<file path="src/rtl/scr_pkg.sv">
package scr_pkg;

    typedef enum logic [1:0] {
        POS_FIRST  = 2'd0,
        POS_SECOND = 2'd1,
        POS_STEADY = 2'd2
    } pos_e;

endpackage

</file>
<file path="src/rtl/scr_pos_fsm.sv">
module scr_pos_fsm
    import scr_pkg::*;
(
    input  logic clk,
    input  logic rst,
    input  logic restart,
    input  logic accept,
    output pos_e pos_q
);

    pos_e pos_d;

    // state register
    always_ff @(posedge clk) begin
        if (rst) begin
            pos_q <= POS_FIRST;
        end else begin
            pos_q <= pos_d;
        end
    end

    // next position
    always_comb begin
        pos_d = pos_q;
        if (restart) begin
            pos_d = accept ? POS_SECOND : POS_FIRST;
        end else if (accept) begin
            unique case (pos_q)
                POS_FIRST:  pos_d = POS_SECOND;
                POS_SECOND: pos_d = POS_STEADY;
                POS_STEADY: pos_d = POS_STEADY;
                default:    pos_d = POS_FIRST;
            endcase
        end
    end

endmodule

</file>
<file path="src/rtl/scr_history.sv">
module scr_history #(
    parameter int BYTE_W = 8
) (
    input  logic              clk,
    input  logic              rst,
    input  logic              restart,
    input  logic              accept,
    input  logic [BYTE_W-1:0] din,
    input  logic [BYTE_W-1:0] mixed,
    output logic [BYTE_W-1:0] prev_in_q,
    output logic [BYTE_W-1:0] prev_out_q,
    output logic [BYTE_W-1:0] prev2_out_q
);

    always_ff @(posedge clk) begin
        if (rst) begin
            prev_in_q   <= '0;
            prev_out_q  <= '0;
            prev2_out_q <= '0;
        end else if (accept) begin
            prev_in_q   <= din;
            prev_out_q  <= mixed;
            prev2_out_q <= restart ? '0 : prev_out_q;
        end else if (restart) begin
            prev_in_q   <= '0;
            prev_out_q  <= '0;
            prev2_out_q <= '0;
        end
    end

endmodule

</file>
<file path="src/rtl/scr_mixer.sv">
module scr_mixer
    import scr_pkg::*;
#(
    parameter int BYTE_W = 8
) (
    input  pos_e              pos,
    input  logic [BYTE_W-1:0] din,
    input  logic [BYTE_W-1:0] k_hi,
    input  logic [BYTE_W-1:0] k_mid,
    input  logic [BYTE_W-1:0] k_lo,
    input  logic [BYTE_W-1:0] prev_in,
    input  logic [BYTE_W-1:0] prev_out,
    input  logic [BYTE_W-1:0] prev2_out,
    output logic [BYTE_W-1:0] mixed
);

    logic              take_hi;
    logic [BYTE_W-1:0] carried;

    always_comb begin
        take_hi = (din >= k_hi);
        carried = prev_in ^ k_mid;
        unique case (pos)
            POS_FIRST:  mixed = din ^ (take_hi ? k_hi : k_mid);
            POS_SECOND: mixed = carried ^ (take_hi ? prev_out : k_lo);
            POS_STEADY: mixed = carried ^ (take_hi ? prev_out : prev2_out);
            default:    mixed = '0;
        endcase
    end

endmodule

</file>
<file path="src/rtl/keyed_byte_scrambler.sv">
module keyed_byte_scrambler
    import scr_pkg::*;
#(
    parameter int BYTE_W = 8
) (
    input  logic                clk,
    input  logic                rst,
    input  logic [3*BYTE_W-1:0] key_i,
    input  logic                in_valid,
    input  logic                start_i,
    input  logic [BYTE_W-1:0]   din,
    output logic                out_valid,
    output logic [BYTE_W-1:0]   dout
);

    localparam int KEY_BYTES = 3;

    logic [BYTE_W-1:0] key_b [KEY_BYTES];

    for (genvar g = 0; g < KEY_BYTES; g++) begin : g_key
        assign key_b[g] = key_i[g*BYTE_W +: BYTE_W];
    end

    pos_e              pos_q;
    pos_e              pos_eff;
    logic [BYTE_W-1:0] prev_in_q;
    logic [BYTE_W-1:0] prev_out_q;
    logic [BYTE_W-1:0] prev2_out_q;
    logic [BYTE_W-1:0] mixed;

    // a restart makes the byte of the same cycle the first of a stream
    assign pos_eff = start_i ? POS_FIRST : pos_q;

    scr_pos_fsm i_fsm (
        .clk     (clk),
        .rst     (rst),
        .restart (start_i),
        .accept  (in_valid),
        .pos_q   (pos_q)
    );

    scr_history #(.BYTE_W(BYTE_W)) i_hist (
        .clk         (clk),
        .rst         (rst),
        .restart     (start_i),
        .accept      (in_valid),
        .din         (din),
        .mixed       (mixed),
        .prev_in_q   (prev_in_q),
        .prev_out_q  (prev_out_q),
        .prev2_out_q (prev2_out_q)
    );

    scr_mixer #(.BYTE_W(BYTE_W)) i_mix (
        .pos       (pos_eff),
        .din       (din),
        .k_hi      (key_b[2]),
        .k_mid     (key_b[1]),
        .k_lo      (key_b[0]),
        .prev_in   (prev_in_q),
        .prev_out  (prev_out_q),
        .prev2_out (prev2_out_q),
        .mixed     (mixed)
    );

    // output register
    always_ff @(posedge clk) begin
        if (rst) begin
            out_valid <= 1'b0;
            dout      <= '0;
        end else begin
            out_valid <= in_valid;
            if (in_valid) begin
                dout <= mixed;
            end
        end
    end

endmodule

</file>
<file path="config.mk">
export PLATFORM = sky130hd
export DESIGN_NAME = keyed_byte_scrambler
export DESIGN_NICKNAME = d
export VERILOG_FILES = /design/src/rtl/scr_pkg.sv /design/src/rtl/scr_pos_fsm.sv /design/src/rtl/scr_history.sv /design/src/rtl/scr_mixer.sv /design/src/rtl/keyed_byte_scrambler.sv
export SDC_FILE = /design/constraint.sdc
export NUM_CORES = 1
export LEC_CHECK = 0
export BUFFER_PORTS_ARGS = -buffer_cell sky130_fd_sc_hd__buf_2
export CAP_MARGIN = 10
export CELL_PAD_IN_SITES_DETAIL_PLACEMENT = 0
export CELL_PAD_IN_SITES_GLOBAL_PLACEMENT = 2
export CORE_ASPECT_RATIO = 1.4
export CORE_MARGIN = 2
export CORE_UTILIZATION = 33
export CTS_CLUSTER_DIAMETER = 150
export DETAILED_ROUTE_END_ITERATION = 6
export PLACE_DENSITY_LB_ADDON = 0.1
export REMOVE_ABC_BUFFERS = 1
export SYNTH_ARGS = -nofsm -noshare
export SYNTH_HDL_FRONTEND = slang
export SYNTH_SLANG_ARGS = --single-unit
</file>
<file path="constraint.sdc">
create_clock -name clk -period 2.1 [get_ports clk]
set_input_delay 0 -clock clk [delete_from_list [all_inputs] [get_ports clk]]
set_output_delay 0 -clock clk [all_outputs]
set_load 0.03 [all_outputs]
</file>
-- After elaboration in Yosys (flattened, before gate mapping)
Index checks and enable logic that the tools add are counted.
- register bits after elaboration: 35
- input port bits: 36
- output and inout bits: 9
- word-level logic and storage cells: 33
- $lt $le $gt $ge: 1
- eq/ne operators: 4
- mux-type cells: 14
- bitwise operators: 4
- reductions and logical operators: 4
- operators by type and width (cell ; count):
    two-way mux 8 bit ; 8
    XOR 8 bit ; 4
    one-hot mux 8 bit (3 select lines) ; 1
    greater-or-equal comparator 8 bit ; 1
    two-way mux 2 bit ; 3
    == test 2 x 1 -> 1 bit (second input constant) ; 2
    == test 2 bit (second input constant) ; 2
    zero test 2 bit ; 2
    one-hot mux 2 bit (2 select lines) ; 1
    nonzero test 2 bit ; 1
    OR reduction 2 bit ; 1
    two-way mux 1 bit ; 1

-- Depth between registers and ports, before layout
Gate-level depths: netlist (run 1).
- depth after elaboration: 5
- mapped depth: 11

-- By module
A second synthesis (run 1) with hierarchy kept.
- cell total of the unflattened synthesis: 323
- area total of the unflattened synthesis: 2529.9 um^2
- modules (own cells, without submodules) (module ; instances ; cells an instance ; area each (um^2)):
    scr_mixer ; 1 ; 184 ; 1176.1
    scr_history ; 1 ; 99 ; 934.6
    keyed_byte_scrambler ; 1 ; 30 ; 325.3
    scr_pos_fsm ; 1 ; 10 ; 93.8

-- Worst setup path before layout (run 1)
OpenSTA, ideal clock, no wires.
- path kind: register -> register
- start: register i_fsm.pos_q[0]
- end: register i_hist.prev_out_q[6]
- arrival: 1810 ps
- required time: 1976 ps
- path slack: 166 ps
- stages on the path, launching flop included: 12
- clock period less this slack: 1934 ps
- cell sequence: dfxtp_1 -> inv_1 -> nor2_1 -> inv_1 -> ha_1 -> clkbuf_1 -> buf_2 -> mux2_2 -> o211ai_1 -> o211ai_1 -> nand3_1 -> nand3_1
- longest elaborated chain between the ends: 4
- elaborated cells between the ends (all ways): 6
- classes of those cells: eq/ne (2); mux (3); reduce/logical (1)
- ends and longest elaborated chain (element ; line ; RTL):
    start: declaration ; scr_pos_fsm.sv:8 ; output pos_e pos_q
    start signal: assignment ; scr_pos_fsm.sv:18 ; pos_q <= pos_d;
    two-way mux 2 bit * ; keyed_byte_scrambler.sv:32 ; assign pos_eff = start_i ? POS_FIRST : pos_q;
    == test 2 bit (tied with other cells) ; scr_mixer.sv:23 ; unique case (pos)
    one-hot mux 8 bit (3 select lines) * ; scr_mixer.sv:23 ;
    two-way mux 8 bit * ; scr_history.sv:20 ; end else if (accept) begin
    end signal: assignment ; scr_history.sv:22 ; prev_out_q <= mixed;
    end: declaration ; scr_history.sv:11 ; output logic [BYTE_W-1:0] prev_out_q,
Every way passes the cells marked *; elsewhere a longest branch is shown, timed or not.
A chain may end at the register's enable or synchronous reset.

-- Worst setup path in the final report (run 1)
- start: input port din[1]
- end: register i_hist.prev_out_q[0]
- longest elaborated chain between the ends: 5
- elaborated cells between the ends (all ways): 9
- classes of those cells: order compare (1); mux (5); bitwise (3)
- ends and longest elaborated chain (element ; line ; RTL):
    start: declaration ; keyed_byte_scrambler.sv:11 ; input logic [BYTE_W-1:0] din,
    greater-or-equal comparator 8 bit * ; scr_mixer.sv:21 ; take_hi = (din >= k_hi);
    two-way mux 8 bit, on equally long branches ; scr_mixer.sv:26, scr_mixer.sv:24, scr_mixer.sv:25 ;
    XOR 8 bit, on equally long branches ; scr_mixer.sv:26, scr_mixer.sv:24, scr_mixer.sv:25 ;
    one-hot mux 8 bit (3 select lines) * ; scr_mixer.sv:23 ;
    two-way mux 8 bit * ; scr_history.sv:20 ;
Marks and branches as above.

==> flow_summary.json, run 1 <==
{
  "outcome": "complete, no violations",
  "maxClockFrequency_mhz": 520,
  "end_kind": "flop",
  "report.final.slew_viol_count": 0,
  "cts_tree": "built",
  "ys_top_cells_by_count": "dfxtp_1 (35), o211ai_1 (32), nand3_1 (23)",
  "max_slew_margin_pct": 69.2,
  "yosys-top-cells-area": "dfxtp_1 (30%), o211ai_1 (10%), mux2i_1 (7.2%)",
  "cpPeakStageDelay_ns": 0.53,
  "yosys.area.top_type": "dfxtp_1",
  "wire_per_inst_um": 15.5,
  "cts_root_buffer": "clkbuf_8",
  "drive_gt1_share_pct": 27.6,
  "worst_setup_path_start_kind": "primary input",
  "fin_setup_tns_ns": 0,
  "cap_violations": 0,
  "grt_usage_pct": 18.5,
  "finalClockSkew_ns": 0.00218,
  "nNetsFinal": 387,
  "dpl_cell_area_um2": 2790,
  "setup_ws_ns": 0.178,
  "synthArstFlopShare_pct": 0,
  "min_period_over_period_pct": 91.5,
  "placedCellCount": 419,
  "crit_chain": "dlygate4sd3_1, buf_2, ha_1, a31oi_4, o21a_1, buf_4, and3_1, o31ai_2, o311ai_1",
  "grt-ovfl-total": 0,
  "synth-seq-cells": 35,
  "antenna_found_initial": 0,
  "post-route-min-period_ns": 1.92,
  "totalWireLength_mm": 6.75,
  "clkSlewWorstSetupHoldPaths_ns": 0.07,
  "clk_latency_ns": 0.28,
  "p_total_mw": 1.84,
  "syn_inst": 274,
  "worstPathArrival_ns": 2.08,
  "path_class": "primary input to flop",
  "irDropWorstVdd_mv": 0.241,
  "synth-edff-count": 0,
  "syn_area_per_cell_um2": 8.61,
  "timing.hold.ws_ns": 0.0106,
  "core-area_um2": 6940,
  "routed_via_density": 5.06,
  "cts_setup_buffers": 0,
  "grt_pass1_vias": 2226,
  "yosysTopAreaCellShare_pct": 29.7,
  "yosysMostFrequentCell": "dfxtp_1",
  "die_area_um2": 7850,
  "num_vias": 2203,
  "setup_violations": 0,
  "cts.sinks": 35,
  "grt_max_degree": 17,
  "final_cells": 435,
  "synthesis.area_um2": 2360,
  "fin_area_um2": 3000,
  "pre_cts_ws_ns": 0.0375,
  "yosysSeqAreaShare_pct": 29.7,
  "cpLargestDelayFamily": "buffers and inverters",
  "utilization_pct": 43.3,
  "rsz0062_at_grt": "no",
  "worstPathMaxFanout": 12,
  "start_util_pct": 34.0,
  "grt_pass1_wl_mm": 11.1,
  "p_per_area_nw_per_um2": 612,
  "die_y_um": 104,
  "tightest_slew_ns": 0.462,
  "power.leakage_nw": 1.32,
  "io_pins": 45,
  "timing.final.hold_violations": 0,
  "drc": 0,
  "die_width_um": 75.5,
  "required_ns": 2.26,
  "synth-main-ff-cell": "dfxtp_1",
  "cp_num_buf_inv": 3,
  "synth_cell_types": 36,
  "dr.pass1.iters": 4,
  "cts_made_buffers": 5,
  "clock_path_buffers": 2,
  "htree_levels": 2,
  "num_rows": 36,
  "dp_hpwl_mm": 5.03,
  "io_buffers": 44,
  "ys_warn_count": 0,
  "area_growth_pct": 27.2,
  "gp_congestion": 0.749,
  "ant_nets": 0,
  "cp_slowest_cell": "dlygate4sd3_1",
  "drt-initial-drc-count": 93,
  "hold_class": "primary input to flop",
  "insertedDiodeCount": 0
}
==> final timing paths <==
path / startpoint / to / slack (ns) / cells after the start
max: din[1] / i_hist.prev_out_q[0] / 0.18 / 9
min: din[3] / i_hist.prev_in_q[3] / 0.01 / 2
max reg2reg: i_fsm.pos_q[0] / i_hist.prev_out_q[3] / 0.20 / 9
min reg2reg: dout[2] / dout[2] / 0.46 / 2
==> layout make-up <==
| type | instances | area [µm²] |
|---|---|---|
| Inverter | 20 | 75.1 |
| Fill cell | 735 | 3940 |
| Multi-Input combinational cell | 203 | 1540 |
| Sequential cell | 35 | 701 |
| Timing Repair Buffer | 74 | 465 |
| Clock buffer | 8 | 100 |
| Tap cell | 95 | 119 |
==> where the power goes <==
part | internal, mW | total [mW] | switching, mW
clock | 0.300 | 0.549 | 0.249
combinational | 0.236 | 0.532 | 0.296
sequential | 0.717 | 0.755 | 0.0384
total | 1.25 | 1.84 | 0.583
==> state kept, by name, indices dropped and copies added, names as in the netlist <==
| name | flops |
|---|---|
| i_hist.prev_out_q | 8 |
| i_hist.prev_in_q | 8 |
| i_fsm.pos_q | 2 |
| dout | 8 |
| i_hist.prev2_out_q | 8 |
| out_valid | 1 |
==> kinds of logic (layout without fill, tap and decap cells) <==
family / Yosys count / count (layout) / synth area share, %
xor+xnor: 16 / 16 / 5.94
fa+ha+maj: 12 / 12 / 6.37
compound gates: 73 / 73 / 25.0
simple gates: 77 / 77 / 15.8
flops: 35 / 35 / 29.7
mux: 25 / 25 / 11.0
buf+inv: 36 / 102 / 6.10
==> per-layer routing <==
layer / share of wire, % / GRT usage (%) / wire [µm]
met1: 47 / 24.7 / 3180
met2: 49 / 30.7 / 3330
met3: 2.4 / 2.62 / 163
met4: 1.2 / 4.89 / 82
met5: 0 / 0 / 0
==> repair_timing <==
action,in CTS,in global routing
hold buffers,8,0
resized for setup,0,5
endpoints found under the setup margin,0,16
endpoints found under the hold margin,8,0
==> layout by cell type, fill, tap and decap left out, types with 7 or more instances in the layout <==
master and count:
buf_4 22, nand3_1 23, nand2_1 22, dlygate4sd3_1 8, o21ai_1 7, buf_2 44, o221ai_1 8, inv_1 20
dfxtp_1 35, clkbuf_8 7, mux2i_1 17, o211ai_1 32, a22o_1 8, xor2_1 8, ha_1 12, nor2_1 12
xnor2_1 8, and3_1 10, mux2_2 8
No activity file was read; power rests on OpenSTA's default activity.
==> run 2: changes to the inputs <==
--- a/config.mk
+++ b/config.mk
@@ -15,7 +15,9 @@
 export CTS_CLUSTER_DIAMETER = 150
 export DETAILED_ROUTE_END_ITERATION = 6
 export PLACE_DENSITY_LB_ADDON = 0.1
+export RECOVER_POWER = 25
 export REMOVE_ABC_BUFFERS = 1
+export SLEW_MARGIN = 10
 export SYNTH_ARGS = -nofsm -noshare
 export SYNTH_HDL_FRONTEND = slang
 export SYNTH_SLANG_ARGS = --single-unit
==> run 2 against run 1 <==
Setup slack improved by 0.0015 ns. Cell count did not move. Utilization fell by 0.16 points. Critical endpoint unchanged. Largest power group unchanged. Highest routed layer unchanged.
==> flow_summary.json, run 2 (same netlist as run 1, synthesis figures left out) <==
{
  "outcome": "complete, no violations",
  "worstPathMaxFanout": 12,
  "internal_power_mw": 1.25,
  "timing.hold.ws_ns": 0.0106,
  "irDropWorstVdd_mv": 0.241,
  "maxClockFrequency_mhz": 521,
  "grt-ovfl-total": 0,
  "grt_pass1_wl_mm": 11.1,
  "p_clk_share_pct": 30.0,
  "core-area_um2": 6940,
  "cp_slowest_cell": "dlygate4sd3_1",
  "r2r_cells": 9,
  "cpPeakStageDelay_ns": 0.53,
  "cpLargestDelayFamily": "buffers and inverters",
  "cp_num_buf_inv": 3,
  "power.leakage_nw": 1.29,
  "setup_violations": 0,
  "path_class": "primary input to flop",
  "clk_latency_ns": 0.28,
  "end_kind": "flop",
  "dp_hpwl_mm": 5.03,
  "die_y_um": 104,
  "area_growth_pct": 26.7,
  "worstHoldStart": "din[3]",
  "drt-initial-drc-count": 104,
  "clock_path_buffers": 2,
  "antenna_found_initial": 0,
  "ant_nets": 0,
  "clkSlewWorstSetupHoldPaths_ns": 0.07,
  "fin_setup_tns_ns": 0,
  "final_cells": 435,
  "rsz0062_at_grt": "no",
  "rrSetupSlack_ns": 0.20,
  "num_vias": 2206,
  "p_switching_mw": 0.584,
  "required_ns": 2.26,
  "layout_common_cells": "dfxtp_1 (35), buf_2 (35), o211ai_1 (32), nand3_1 (23)",
  "max_slew_margin_pct": 69.4,
  "cap_violations": 0,
  "power_frac_seq_pct": 41.3,
  "grt_usage_pct": 18.5,
  "cts_tree": "built",
  "gp_congestion": 0.749,
  "io_pins": 45,
  "finalClockSkew_ns": 0.00236,
  "rr_startpoint": "i_fsm.pos_q[0]",
  "wire_per_inst_um": 15.5,
  "grt_max_degree": 17,
  "nNetsFinal": 387,
  "min_period_over_period_pct": 91.4,
  "timing.final.hold_violations": 0,
  "hold_class": "primary input to flop",
  "worst_setup_path_start_kind": "primary input",
  "tightest_slew_ns": 0.459,
  "regArea_um2": 701,
  "routed_via_density": 5.07,
  "worstPathArrival_ns": 2.08,
  "holdPathEnd": "i_hist.prev_in_q[3]",
  "report.final.slew_viol_count": 0,
  "totalWireLength_mm": 6.76,
  "drive_gt1_share_pct": 25.0,
  "hold_depth": 2,
  "swShare_pct": 31.9,
  "die_width_um": 75.5,
  "drc": 0,
  "fillers": 739,
  "dr.pass1.iters": 4,
  "io_buffers": 44,
  "crit_chain": "dlygate4sd3_1, buf_2, ha_1, a31oi_4, o21a_1, buf_4, and3_1, o31ai_2, o311ai_1",
  "die_area_um2": 7850,
  "cts_made_buffers": 5,
  "cts_root_buffer": "clkbuf_8",
  "placedCellCount": 419,
  "rr_endpoint": "i_hist.prev_out_q[3]",
  "htree_levels": 2,
  "post-route-min-period_ns": 1.92,
  "p_per_area_nw_per_um2": 613,
  "pre_cts_ws_ns": 0.0375,
  "multi_input_area_um2": 1540,
  "start_util_pct": 34.0,
  "cts.sinks": 35,
  "grt_pass1_vias": 2226,
  "setup_ws_ns": 0.180,
  "insertedDiodeCount": 0,
  "comb_power_share_pct": 28.7,
  "num_rows": 36
}
run 2: changes by cell type in the layout (fill, tap and decap cells not counted):
cell,change
buf_2,-9
clkbuf_1,+9
run 2: per-stage QoR:
stage                     power, mW  util (%)  instance area [µm²]
after floorplan                1.07         -                 2290
after global placement         1.28      40.3                 2790
after detailed placement       1.29      40.3                 2790
after CTS                      1.86      42.9                 2970
after global routing           1.95      43.1                 2990
final                          1.83      43.1                 2990
run 2: cell type report:
type,instances,share of cell area (%)
Clock buffer,8,3.35
Timing Repair Buffer,74,15.2
Multi-Input combinational cell,203,51.5
Tap cell,95,3.98
Inverter,20,2.51
Sequential cell,35,23.4
run 2: per-layer routing:
| metal | track usage (%) | wire [µm] | vias up |
|---|---|---|---|
| li1 | - | - | 1141 |
| met1 | 24.7 | 3170 | 1026 |
| met2 | 30.7 | 3340 | 33 |
| met3 | 2.62 | 163 | 6 |
| met4 | 4.89 | 82 | 0 |
| met5 | 0 | 0 | - |
run 2: how the worst max path moves through the flow:
| stage | startpoint | cells past startpoint | end |
|---|---|---|---|
| 3_5_place_dp | i_fsm.pos_q[1] | 8 | i_hist.prev_out_q[0] |
| 6_report | din[1] | 9 | i_hist.prev_out_q[0] |
| 3_3_place_gp | i_fsm.pos_q[1] | 8 | i_hist.prev_out_q[0] |
| 4_1_cts | i_fsm.pos_q[1] | 8 | i_hist.prev_out_q[0] |
| 5_1_grt | din[1] | 10 | i_hist.prev_out_q[2] |
| 2_1_floorplan | key_i[23] | 8 | i_hist.prev_out_q[0] |
run 2: timing repair:
| item | 4_1_cts | 5_1_grt |
|---|---|---|
| endpoints found under the hold margin | 8 | 0 |
| hold buffers | 8 | 0 |
| endpoints found under the setup margin | 0 | 16 |
| resized for setup | 0 | 5 |
| setup buffers | 0 | 0 |
run 2: power by group through the flow:
| stage | Clock [mW] | Combinational (mW) | Sequential [mW] |
|---|---|---|---|
| after floorplan | 0 | 0.266 | 0.804 |
| after CTS | 0.573 | 0.528 | 0.755 |
| after detailed placement | 0 | 0.516 | 0.771 |
| after global routing | 0.598 | 0.588 | 0.766 |
| after global placement | 0 | 0.511 | 0.770 |
| final | 0.549 | 0.526 | 0.756 |
==> run 3: changes to the inputs <==
--- a/config.mk
+++ b/config.mk
@@ -11,7 +11,7 @@
 export CELL_PAD_IN_SITES_GLOBAL_PLACEMENT = 2
 export CORE_ASPECT_RATIO = 1.4
 export CORE_MARGIN = 2
-export CORE_UTILIZATION = 33
+export CORE_UTILIZATION = 35
 export CTS_CLUSTER_DIAMETER = 150
 export DETAILED_ROUTE_END_ITERATION = 6
 export PLACE_DENSITY_LB_ADDON = 0.1
==> constraint.sdc (replaced) <==
create_clock -name clk -period 2.3 [get_ports clk]
set_input_delay 0 -clock clk [delete_from_list [all_inputs] [get_ports clk]]
set_output_delay 0 -clock clk [all_outputs]
set_load 0.03 [all_outputs]
==> run 3 against run 2 <==
Clock-buffer cell count shrank 3. First-iteration DRC count grew 27%. Clock power shrank 18%. Critical path depth grew 2. Sequential share of layout area grew 0.84 points. Utilization grew 0.83 points. Wire length shrank 1.3%.
==> flow_summary.json, run 3 (same netlist as run 1, synthesis figures left out) <==
{
  "drive_gt1_share_pct": 23.6,
  "die_width_um": 73.4,
  "timing.hold.ws_ns": 0.0150,
  "cap_violations": 0,
  "start_util_pct": 35.9,
  "cts_tree": "built",
  "grt_pass1_vias": 2074,
  "timing.final.hold_violations": 0,
  "p_per_area_nw_per_um2": 555,
  "path_class": "primary input to flop",
  "worstPathArrival_ns": 2.38,
  "rr_endpoint": "i_hist.prev_out_q[0]",
  "htree_levels": 2,
  "rr_startpoint": "i_fsm.pos_q[1]",
  "finalClockSkew_ns": 0.00736,
  "power.leakage_nw": 1.26,
  "num_rows": 35,
  "required_ns": 2.49,
  "cts.sinks": 35,
  "wire_per_inst_um": 16.3,
  "grt-ovfl-total": 0,
  "end_kind": "flop",
  "drt-initial-drc-count": 132,
  "layout_common_cells": "dfxtp_1 (35), buf_2 (35), o211ai_1 (32), nand3_1 (23), nand2_1 (22)",
  "dr.pass1.iters": 4,
  "clk_latency_ns": 0.29,
  "crit_end": "i_hist.prev_out_q[0]",
  "io_buffers": 44,
  "die_area_um2": 7420,
  "r2r_cells": 8,
  "irDropWorstVdd_mv": 0.183,
  "num_vias": 2220,
  "post-route-min-period_ns": 2.18,
  "worstPathMaxFanout": 9,
  "gp_congestion": 0.769,
  "cts_made_buffers": 5,
  "grt_usage_pct": 18.9,
  "rsz0062_at_grt": "no",
  "cp_slowest_cell": "dlygate4sd3_1",
  "worst_setup_path_start_kind": "primary input",
  "grt_pass1_wl_mm": 10.5,
  "antenna_found_initial": 0,
  "ant_nets": 0,
  "cpPeakStageDelay_ns": 0.52,
  "insertedDiodeCount": 0,
  "crit_chain": "dlygate4sd3_1, buf_2, inv_1, ha_1, nand2b_1, a31oi_2, buf_4, o211ai_2, o221ai_1, o31ai_2, o311ai_1",
  "clkSlewWorstSetupHoldPaths_ns": 0.07,
  "utilization_pct": 43.9,
  "routed_via_density": 5.43,
  "rrSetupSlack_ns": 0.23,
  "maxClockFrequency_mhz": 458,
  "hold_class": "primary input to flop",
  "core-area_um2": 6570,
  "area_growth_pct": 22.3,
  "cts_root_buffer": "clkbuf_8",
  "nNetsFinal": 382,
  "tightest_slew_ns": 0.609,
  "drc": 0,
  "die_y_um": 101,
  "max_slew_margin_pct": 59.4,
  "setup_violations": 0,
  "min_period_over_period_pct": 95.0,
  "outcome": "complete, no violations",
  "crit_start": "din[0]",
  "dp_hpwl_mm": 4.91,
  "totalWireLength_mm": 6.67,
  "report.final.slew_viol_count": 0,
  "clock_path_buffers": 2,
  "grt_max_degree": 16,
  "io_pins": 45
}
-- run 3: changes by cell type in the layout (fill, tap and decap cells not counted), sizes merged --
cell    delta
buf        -6
clkbuf     -2
clkinv     +3
-- run 3: per-layer routing --
layer | GRT usage (%) | routed length (µm) | vias to the layer above | part of all wire [%]
met5 | 0 | 0 | - | 0
met4 | 5.03 | 74 | 0 | 1.1
met3 | 2.59 | 229 | 5 | 3.4
met2 | 32.6 | 3200 | 38 | 48
met1 | 24.6 | 3160 | 1048 | 47
li1 | - | - | 1129 | -
-- run 3: critical path: cells and delay by family --
| family | cells | cell delay, ns |
|---|---|---|
| adders and majority gates | 1 | 0.25 |
| buffers and inverters | 4 | 0.93 |
| and+or+nand+nor | 1 | 0.16 |
| AOI/OAI and AO/OA | 5 | 1.02 |
-- run 3: area by class of cell --
type	count	area (µm²)
Fill cell	712	3680
Inverter	20	75.1
Clock buffer	5	68.8
Clock inverter	3	15.0
Timing Repair Buffer	69	413
Multi-Input combinational cell	203	1520
Sequential cell	35	701
Tap cell	74	92.6
-- run 3: power breakdown --
part	leakage (nW)	internal (mW)	total (mW)	switching, mW
Sequential	0.290	0.655	0.691	0.0363
Clock	0.0477	0.208	0.451	0.243
Combinational	0.924	0.196	0.459	0.263
Total	1.26	1.06	1.60	0.543
-- run 3: worst min-delay path by stage --
stage | endpoint | startpoint | cells after the start
2_1_floorplan | i_fsm.pos_q[0] | rst | 1
3_3_place_gp | i_fsm.pos_q[0] | rst | 2
3_5_place_dp | i_fsm.pos_q[0] | rst | 2
4_1_cts | i_hist.prev_in_q[6] | din[6] | 2
5_1_grt | i_hist.prev_in_q[6] | din[6] | 2
6_report | i_hist.prev_in_q[6] | din[6] | 2
-- run 3: stage by stage --
step           power (mW)  instances  worst slack (ns)  TNS, ns  area [µm²]
6_report             1.60        409             0.116        0        2890
3_5_place_dp         1.16        392             0.149        0        2720
2_1_floorplan       0.977        258           -0.0912   -0.599        2290
5_1_grt              1.70        409            0.0113        0        2890
4_1_cts              1.63        408            0.0237        0        2890
3_3_place_gp         1.15        392             0.213        0        2720
-- run 3: what timing repair did --
action	4_1_cts	5_1_grt
endpoints found under the setup margin	0	15
buffers inserted	0	1
endpoints found under the hold margin	8	0
resized for setup	0	2
hold buffers	8	0
